### src/rtl/hcif_pkg.sv
package hcif_pkg;
  typedef enum logic [2:0] {
    OP_NONE = 3'd0, OP_CONN = 3'd1, OP_DISC = 3'd2, OP_INS  = 3'd3,
    OP_EXT  = 3'd4, OP_MAP  = 3'd5, OP_MASK = 3'd6, OP_RSVD = 3'd7
  } host_op_e;

  typedef enum logic [1:0] {
    CORE_WR = 2'd0, CORE_RDCM = 2'd1, CORE_RDOUT = 2'd2, CORE_NA = 2'd3
  } core_op_e;

  typedef struct packed {
    logic       valid;
    logic       is_mask;
    core_op_e   op;
    logic [7:0] line_b;
    logic [7:0] chan_b;
    logic [8:0] word;
  } issue_t;

  localparam logic [8:0] RELEASE_WORD = 9'h1FF;
endpackage

### src/rtl/hcif_stack.sv
module hcif_stack #(
  parameter int DEPTH = 4
) (
  input  logic                  clk,
  input  logic                  rst_n,
  input  logic                  push,
  input  logic [7:0]            din,
  output logic [DEPTH-1:0][7:0] stk
);
  always_ff @(posedge clk) begin
    if (!rst_n)    stk[0] <= '0;
    else if (push) stk[0] <= din;
  end

  for (genvar i = 1; i < DEPTH; i++) begin : g_shift
    always_ff @(posedge clk) begin
      if (!rst_n)    stk[i] <= '0;
      else if (push) stk[i] <= stk[i-1];
    end
  end
endmodule

### src/rtl/hcif_decode.sv
module hcif_decode
  import hcif_pkg::*;
#(
  parameter int LINE_W = 3,
  parameter int CHAN_W = 5
) (
  input  logic [7:0]      cmd,
  input  logic [3:0][7:0] stk,
  input  logic            match,
  output issue_t          iss
);
  localparam int SEL_W = LINE_W + CHAN_W;

  logic [SEL_W-1:0] in_sel;
  logic [7:0]       ins_byte;

  assign in_sel   = {stk[3][LINE_W-1:0], stk[2][CHAN_W-1:0]};
  assign ins_byte = {stk[3][3:0], stk[2][3:0]};

  always_comb begin
    iss        = '0;
    iss.op     = CORE_WR;
    iss.line_b = stk[1];
    iss.chan_b = stk[0];
    case (cmd[2:0])
      OP_CONN: begin
        iss.valid = 1'b1;
        iss.word  = match ? 9'(in_sel) : RELEASE_WORD;
      end
      OP_DISC: begin
        iss.valid = match;
        iss.word  = RELEASE_WORD;
      end
      OP_INS: begin
        iss.valid = 1'b1;
        iss.word  = match ? {1'b1, ins_byte} : RELEASE_WORD;
      end
      OP_EXT: begin
        iss.valid = match;
        iss.op    = CORE_RDOUT;
      end
      OP_MAP: begin
        iss.valid = 1'b1;
        iss.op    = CORE_RDCM;
      end
      OP_MASK: begin
        iss.valid   = match;
        iss.is_mask = 1'b1;
        iss.word    = {1'b0, stk[0]};
      end
      default: iss = '0;
    endcase
  end
endmodule

### src/rtl/hcif_exec.sv
module hcif_exec
  import hcif_pkg::*;
#(
  parameter int LINE_W = 3,
  parameter int CHAN_W = 5,
  parameter int MASK_W = 8
) (
  input  logic              clk,
  input  logic              rst_n,
  input  logic              cmd_stb,
  input  issue_t            iss,
  input  logic              frame_start,
  output logic              core_valid,
  input  logic              core_ready,
  output logic [1:0]        core_op,
  output logic [LINE_W-1:0] core_line,
  output logic [CHAN_W-1:0] core_chan,
  output logic [8:0]        core_word,
  input  logic [8:0]        core_rdata,
  input  logic              ch0_valid,
  input  logic [7:0]        ch0_byte,
  output logic [MASK_W-1:0] ch0_mask,
  output logic [7:0]        or1,
  output logic [7:0]        or2
);
  localparam int REM_W = $clog2(MASK_W + 1);

  typedef enum logic [1:0] {S_IDLE, S_WAIT, S_REQ} st_e;
  st_e st;

  core_op_e    op_q;
  logic        c8, ch0_act;
  logic [REM_W-1:0] rem, popc;
  logic        accept;

  always_comb begin
    popc = '0;
    for (int i = 0; i < MASK_W; i++) popc = popc + REM_W'(iss.word[i]);
  end

  assign accept     = cmd_stb && iss.valid && (st == S_IDLE);
  assign core_valid = (st == S_REQ);
  assign core_op    = op_q;
  assign or2        = {5'b0, ch0_act, (st != S_IDLE), c8};

  always_ff @(posedge clk) begin
    if (!rst_n) begin
      st <= S_IDLE; op_q <= CORE_WR; core_line <= '0; core_chan <= '0;
      core_word <= '0; or1 <= '0; c8 <= 1'b0; ch0_act <= 1'b0;
      rem <= '0; ch0_mask <= '0;
    end else begin
      if (ch0_act) begin
        if (ch0_valid) begin
          or1 <= ch0_byte;
          rem <= rem - 1'b1;
        end
        if (frame_start || (ch0_valid && rem == REM_W'(1))) ch0_act <= 1'b0;
      end
      case (st)
        S_IDLE: if (accept) begin
          if (iss.is_mask) begin
            ch0_mask <= iss.word[MASK_W-1:0];
            rem      <= popc;
            ch0_act  <= (popc != '0);
          end else begin
            op_q      <= iss.op;
            core_line <= iss.line_b[LINE_W-1:0];
            core_chan <= iss.chan_b[CHAN_W-1:0];
            core_word <= iss.word;
            st        <= ch0_act ? S_WAIT : S_REQ;
          end
        end
        S_WAIT: if (!ch0_act) st <= S_REQ;
        S_REQ: if (core_ready) begin
          case (op_q)
            CORE_RDCM:  begin or1 <= core_rdata[7:0]; c8 <= core_rdata[8]; end
            CORE_RDOUT: or1 <= core_rdata[7:0];
            default: ;
          endcase
          st <= S_IDLE;
        end
        default: st <= S_IDLE;
      endcase
    end
  end

  // a held-off request keeps its fields
  a_r10_hold: assert property (@(posedge clk) disable iff (!rst_n)
    core_valid && !core_ready |=> core_valid && $stable(core_word) &&
    $stable(core_line) && $stable(core_chan) && $stable(core_op));

  // a request is only outstanding while busy is reported
  a_r10_busy_flag: assert property (@(posedge clk) disable iff (!rst_n)
    core_valid |-> or2[1]);

  // no core access while channel-0 extraction runs
  a_r11_ch0_excl: assert property (@(posedge clk) disable iff (!rst_n)
    or2[2] |-> !core_valid);
endmodule

### src/rtl/xbar_host_if.sv
module xbar_host_if
  import hcif_pkg::*;
#(
  parameter int LINE_W = 3,
  parameter int CHAN_W = 5,
  parameter int ID_W   = 2
) (
  input  logic              clk,
  input  logic              rst_n,
  input  logic              sel_a,
  input  logic              sel_b,
  input  logic              wr_stb,
  input  logic              rd_stb,
  input  logic              is_cmd,
  input  logic [7:0]        wdata,
  output logic [7:0]        rdata,
  output logic              rdata_oe,
  input  logic [ID_W-1:0]   id_a,
  input  logic [ID_W-1:0]   id_b,
  input  logic [ID_W-1:0]   strap_a,
  input  logic [ID_W-1:0]   strap_b,
  input  logic              frame_start,
  output logic              core_valid,
  input  logic              core_ready,
  output logic [1:0]        core_op,
  output logic [LINE_W-1:0] core_line,
  output logic [CHAN_W-1:0] core_chan,
  output logic [8:0]        core_word,
  input  logic [8:0]        core_rdata,
  output logic [7:0]        ch0_mask,
  input  logic              ch0_valid,
  input  logic [7:0]        ch0_byte
);
  localparam int STACK_D = 4;

  logic                    acc, match, push, cmd_stb;
  logic [STACK_D-1:0][7:0] stk;
  logic [7:0]              or1, or2;
  issue_t                  iss;

  assign acc     = sel_a && sel_b;
  assign match   = (id_a == strap_a) && (id_b == strap_b);
  assign push    = acc && wr_stb && !is_cmd;
  assign cmd_stb = acc && wr_stb && is_cmd;

  hcif_stack #(.DEPTH(STACK_D)) u_stack (
    .clk(clk), .rst_n(rst_n), .push(push), .din(wdata), .stk(stk));

  hcif_decode #(.LINE_W(LINE_W), .CHAN_W(CHAN_W)) u_dec (
    .cmd(wdata), .stk(stk), .match(match), .iss(iss));

  hcif_exec #(.LINE_W(LINE_W), .CHAN_W(CHAN_W), .MASK_W(8)) u_exec (
    .clk(clk), .rst_n(rst_n), .cmd_stb(cmd_stb), .iss(iss),
    .frame_start(frame_start), .core_valid(core_valid),
    .core_ready(core_ready), .core_op(core_op), .core_line(core_line),
    .core_chan(core_chan), .core_word(core_word), .core_rdata(core_rdata),
    .ch0_valid(ch0_valid), .ch0_byte(ch0_byte), .ch0_mask(ch0_mask),
    .or1(or1), .or2(or2));

  assign rdata_oe = acc && rd_stb && match;
  assign rdata    = rdata_oe ? (is_cmd ? or2 : or1) : 8'h00;

  // only a matching chip may drive the read bus
  a_r2_oe_match: assert property (@(posedge clk) disable iff (!rst_n)
    rdata_oe |-> (id_a == strap_a) && (id_b == strap_b) && sel_a && sel_b);
endmodule

### config.mk
export PLATFORM = sky130hd
export DESIGN_NAME = xbar_host_if
export DESIGN_NICKNAME = d
export VERILOG_FILES = /design/src/rtl/hcif_pkg.sv /design/src/rtl/hcif_stack.sv /design/src/rtl/hcif_decode.sv /design/src/rtl/hcif_exec.sv /design/src/rtl/xbar_host_if.sv
export SDC_FILE = /design/constraint.sdc
export NUM_CORES = 1
export LEC_CHECK = 0
export BUFFER_PORTS_ARGS = -buffer_cell sky130_fd_sc_hd__buf_2
export CAP_MARGIN = 30
export CORE_MARGIN = 4
export CORE_UTILIZATION = 40
export DETAILED_ROUTE_END_ITERATION = 6
export MAX_ROUTING_LAYER = met4
export SLEW_MARGIN = 20
export SYNTH_ARGS = -nofsm -noshare
export SYNTH_HDL_FRONTEND = slang
export SYNTH_SLANG_ARGS = --single-unit
### constraint.sdc
create_clock -name clk -period 4.8 [get_ports clk]
set_input_delay 0.24 -clock clk [delete_from_list [all_inputs] [get_ports clk]]
set_output_delay 0.24 -clock clk [all_outputs]
set_load 0.01 [all_outputs]
## Yosys cells after proc, flatten, opt, wreduce, memory -nomap -nowiden

Cells that the tools add are included.

| storage, ports and cells | value |
|---|---|
| register bits | 65 |
| bits in latches | 0 |
| bits in writable memories | 0 |
| bits in read-only memories | 0 |
| memories | 0 |

| cells by class | value |
|---|---|
| add/sub/neg operators | 8 |
| multiply operators | 0 |
| div/mod/pow operators | 0 |
| $lt $le $gt $ge | 0 |
| equality and inequality tests | 17 |
| shift operators | 0 |
| muxes and demuxes | 30 |
| bitwise logic cells | 1 |
| reduce and logical (&&, ||, !) cells | 23 |

Operators with widths:

| kind | count |
|---|---|
| 2-to-1 mux 8 bit | 8 |
| case mux 9 bit (4 select lines) | 1 |
| adder 4 x 1 -> 4 bit | 6 |
| 2-to-1 mux 4 bit | 5 |
| 2-to-1 mux 11 bit | 1 |
| logical AND 1 bit | 10 |
| 2-to-1 mux 2 bit | 5 |
| == test 3 bit, second input constant | 3 |
| 2-to-1 mux 9 bit | 1 |
| AND reduction 3 bit | 3 |
| == test 3 x 2 -> 1 bit, second input constant | 2 |
| 2-to-1 mux 1 bit | 6 |
| case mux 2 bit (3 select lines) | 1 |
| OR reduction 3 bit | 2 |
| OR reduction 6 bit | 1 |
| == test 2 x 1 -> 1 bit, second input constant | 2 |
| == test 2 bit | 2 |
| == test 2 bit, second input constant | 2 |
| == test 4 x 1 -> 1 bit, second input constant | 1 |
| != test 2 x 1 -> 1 bit, second input constant | 2 |
| != test 2 bit, second input constant | 2 |
| case mux 2 bit (2 select lines) | 1 |
| AND reduction 4 bit | 1 |
| nonzero test 4 bit | 1 |
| other kinds (10) | 10 |

## Longest topological paths before layout

| depth | value |
|---|---|
| word-level depth | 15 |
| depth in mapped cells | 17 |
| depth with buffers taken out | 16 |

## Cells and area by module

A second synthesis with hierarchy kept.

| unflattened totals | value |
|---|---|
| cells, all modules | 452 |
| area, all modules | 4007.6 µm² |

Modules (own cells, without submodules):

| module | times used | cells each | area an instance (µm²) | sequential area each (µm²) |
|---|---|---|---|---|
| hcif_exec | 1 | 249 | 2127.0 | 860.8 |
| hcif_stack | 1 | 103 | 1243.7 | 640.6 |
| hcif_decode | 1 | 71 | 435.4 | 0.0 |
| xbar_host_if | 1 | 29 | 201.4 | 0.0 |

## Least setup slack after synthesis

No wires, ideal clock.

| path | value |
|---|---|
| path kind | in2reg |
| from | input port strap_b[0] |
| to | register u_exec.ch0_act |
| setup time | 0.116 ns |
| data arrival time | 3.856 ns |
| required time | 4.684 ns |
| path slack | 0.828 ns |
| stages on the path | 16 |
| cells stage by stage | xnor2_1 -> nand4_2 -> and2_1 -> buf_2 -> a221oi_2 -> inv_1 -> ha_1 -> inv_1 -> fa_1 -> fa_1 -> inv_1 -> fa_1 -> fa_1 -> nor4_1 -> nand2_1 -> o211a_1 |

RTL lines:

| element | RTL line | RTL |
|---|---|---|
| start: declaration | xbar_host_if.sv:21 | `input logic [ID_W-1:0] strap_b,` |
| end signal: assignment | hcif_exec.sv:64 | `ch0_act <= (popc != '0);` |
| end: declaration | hcif_exec.sv:32 | `logic c8, ch0_act;` |

==> impl_metrics.csv <==
group,metric,value,unit
die,die_area,9680,um2
worst_setup_path,critPathMostFrequentCell,"fa_1",
global_route,use_met2,25.6,%
place,dpl_cell_area,3690,um2
sta,clock_skew,0.00673,ns
logic_synthesis,async_reset_ff_share,0,%
clock_network,h-tree-depth,3,
place,hpwl,5.54,mm
layout,seq_area,1300,um2
hold_path,hp-start,"core_rdata[3]",
drt,dr.pass1.iters,4,
logic_synthesis,avgSynthCellArea,8.49,um2
clock_network,post_cts_buffers,0,
global_route,grt_pass1_wl,13.2,mm
logic_synthesis,synthesis.instances,385,
logic_synthesis,ys_seq_elements,65,
clock_network,cts-root-buf,"clkbuf_8",
job,maxCapViolations,0,
logic_synthesis,synth_flop_cell,"dfxtp_1",
layout,drive_gt1_share,23.7,%
logic_synthesis,synth_common_cells,"71 x nand2_1, 65 x dfxtp_1, 27 x nand3_1",
global_route,track_usage,17.3,%
die,num_rows,32,
sta,fin_setup_tns,0,ns
sta,worst_pin_slew,0.907,ns
clock_network,cts_resized,0,
sta,rsz0062_at_grt,"false",
worst_setup_path,reg2reg_slack,1.09,ns
global_route,grt_pass1_vias,2660,
clock_network,cts_made_buffers,9,
sta,fmax,247,MHz
logic_synthesis,synth.net_count,438,
layout,final_area,3850,um2
layout,area_growth,17.8,%
logic_synthesis,synth_enable_flop_cells,0,
clock_network,clock_path_buffers,2,
worst_setup_path,crit_required,5.02,ns
logic_synthesis,ys_seq_area_share,39.8,%
global_route,gr-total-overflow,0,
worst_setup_path,worstReg2RegStart,"u_stack.stk[1]",
die,initial_utilization,41.6,%
drt,final_antenna_net_count,0,
worst_setup_path,crit_buf_inv,4,
clock_network,cts_sinks,65,
status,status,"finished clean",
worst_setup_path,r2r_cells,14,
logic_synthesis,yosysWarnings,0,
drt,drtIter0Drc,128,
clock_network,cts_tree,"built",
worst_setup_path,r2r_end,"u_exec.ch0_act",
worst_setup_path,cp_top_family,"adder cells",
worst_setup_path,crit_path_end_kind,"flip-flop",
layout,multi_input_area,1780,um2
pwr,power_density,282,nW/um2
drt,routed_wl,7.90,mm
die,dieHeight,98.4,um
drt,routedWlPerCell,14.2,um
sta,period_share,84.3,%
sta,min_period,4.05,ns
worst_setup_path,crit_chain,"buf_2, xnor2_1, nand4_2, and2_1, a221oi_2, inv_1, ha_1, inv_1, fa_1, fa_1, inv_1, fa_1, fa_1, xor2_1, nor4_1, nand2_1, o211a_1",
global_route,grt_max_degree,69,
logic_synthesis,yosysTopAreaCell,"dfxtp_1",
layout,antennaDiodeCount,0,
sta,whs,0.144,ns
global_route,grt_busiest_layer,"met2",
layout,n_fill_cell,802,
global_route,use_met1,23.6,%
worst_setup_path,cp.arrival,4.27,ns
place,io_buffers,79,
die,die_w,98.4,um
logic_synthesis,yosysMostFrequentCell,"nand2_1",
sta,slew_viol_final,0,
logic_synthesis,ys_types,44,
worst_setup_path,worstPathMaxFanout,8,
die,core_area,7850,um2
sta,finalSetupViolations,0,
worst_setup_path,critPathLaunchType,"input port",
worst_setup_path,crit_type,"in -> reg",
sta,hold_viol_final,0,
sta,maxSlewHeadroom,39.5,%
die,pin_count,80,
pwr,ir_drop,0.000136,V
clock_network,clk_pin_slew,0.07,ns
drt,vias_per_cell,5.13,
layout,fin_util,49.1,%
global_route,grt_antenna_before_repair,0,
clock_network,clock_latency,0.33,ns
global_route,met3_usage,4.64,%
worst_setup_path,cpMaxStageDelayCell,"fa_1",
layout,nets,505,
logic_synthesis,synth.area.top_cells,"dfxtp_1 40%, nand2_1 8.2%, a21boi_0 5.3%, nand3_1 4.1%, o21ai_1 3.7%",
logic_synthesis,netlist.area_leader.share,39.8,%
hold_path,min_delay_path_depth,2,
hold_path,hold_class,"in -> reg",
hold_path,min_to,"u_exec.or1[3]",
worst_setup_path,crit_path_max_incr_delay,0.49,ns
pwr,p_leak,1.69,nW
clock_network,cts_hold_buf,0,
drt,drcViolationCount,0,
place,place_congestion,0.825,
drt,via_count,2856,
logic_synthesis,syn_area,3270,um2
kinds of logic after synthesis:
kind of cell	after synthesis	synth area share, %
fa+ha+maj	10	4.75
xor+xnor	9	2.41
simple gates	152	23.4
compound gates	97	21.3
mux	8	2.45
flops	65	39.8
buf+inv	44	5.86
worst reg2reg max path: cells and delay by family, from the launching register on:
family	cells	cell delay (ns)
adder cells (fa/ha/maj)	5	1.99
flip-flops	1	0.35
AO/OA/AOI/OAI	2	0.46
buffers and inverters	3	0.20
XOR/XNOR	1	0.18
AND/OR/NAND/NOR	3	0.43
metal layers:
layer,routed length [um],vias up
met5,0,-
li1,-,1460
met2,3440,81
met1,3840,1308
met3,561,7
met4,59,0
sequential cells by signal, indices dropped and copies added, names as in the netlist:
name,count
u_exec.core_word,9
u_exec.c8,1
u_stack.stk,22
u_exec.ch0_act,1
u_exec.ch0_mask,8
u_exec.core_chan,5
u_exec.rem,4
u_exec.st,2
u_exec.core_op,2
u_exec.or1,8
u_exec.core_line,3
cells in the final DEF, fill, tap and decap left out, drive strengths merged:
cell type and instances:
nand4 3, and3 1, a221oi 7, nand3b 3
inv 18, o21ai 27, a211oi 1, clkbuf 11
a21boi 24, fa 4, buf 82, and2 6
o211a 9, a21oi 19, mux2i 8, nor3 4
nor3b 2, nand2b 7, nand2 72, dfxtp 65
o21bai 1, and4 1, xor2 2, ha 6
nand4b 1, nor4 2, a31oi 1, nor2 7
xnor2 7, nor4bb 1, nor4b 1, o22ai 8
nor2b 12, clkinv 3, nand3 27, and2b 2
through the flow:
step | instances | total power, mW | setup slack, ns
floorplan | 385 | 0.654 | 0.828
global placement | 543 | 0.695 | 0.523
detailed placement | 543 | 0.698 | 0.444
CTS | 557 | 1.09 | 0.770
global route | 557 | 1.14 | 0.565
finish | 557 | 1.08 | 0.752
layout make-up:
type                    count  area share [%]
repair buffers             82            10.9
inverters                  18            1.75
multi-input cells         276            46.1
clock inverters             3           0.487
flip-flops and latches     65            33.8
well taps                 102            3.31
clock buffers              11            3.67
report_power, final:
group          total, mW  switching [mW]  internal [mW]
clock network      0.400           0.205          0.195
registers          0.545         0.00249          0.542
logic              0.139          0.0804         0.0588
total               1.08           0.287          0.796
worst max-delay path by stage:
stage                    start             end  depth (start not counted)
global route        strap_a[1]  u_exec.ch0_act                         17
global placement    strap_b[0]  u_exec.ch0_act                         16
floorplan           strap_b[0]  u_exec.ch0_act                         16
finish              strap_a[1]  u_exec.ch0_act                         17
detailed placement  strap_a[1]  u_exec.ch0_act                         17
CTS                 strap_a[1]  u_exec.ch0_act                         17
Note: power is estimated with default switching activity, not from simulation.
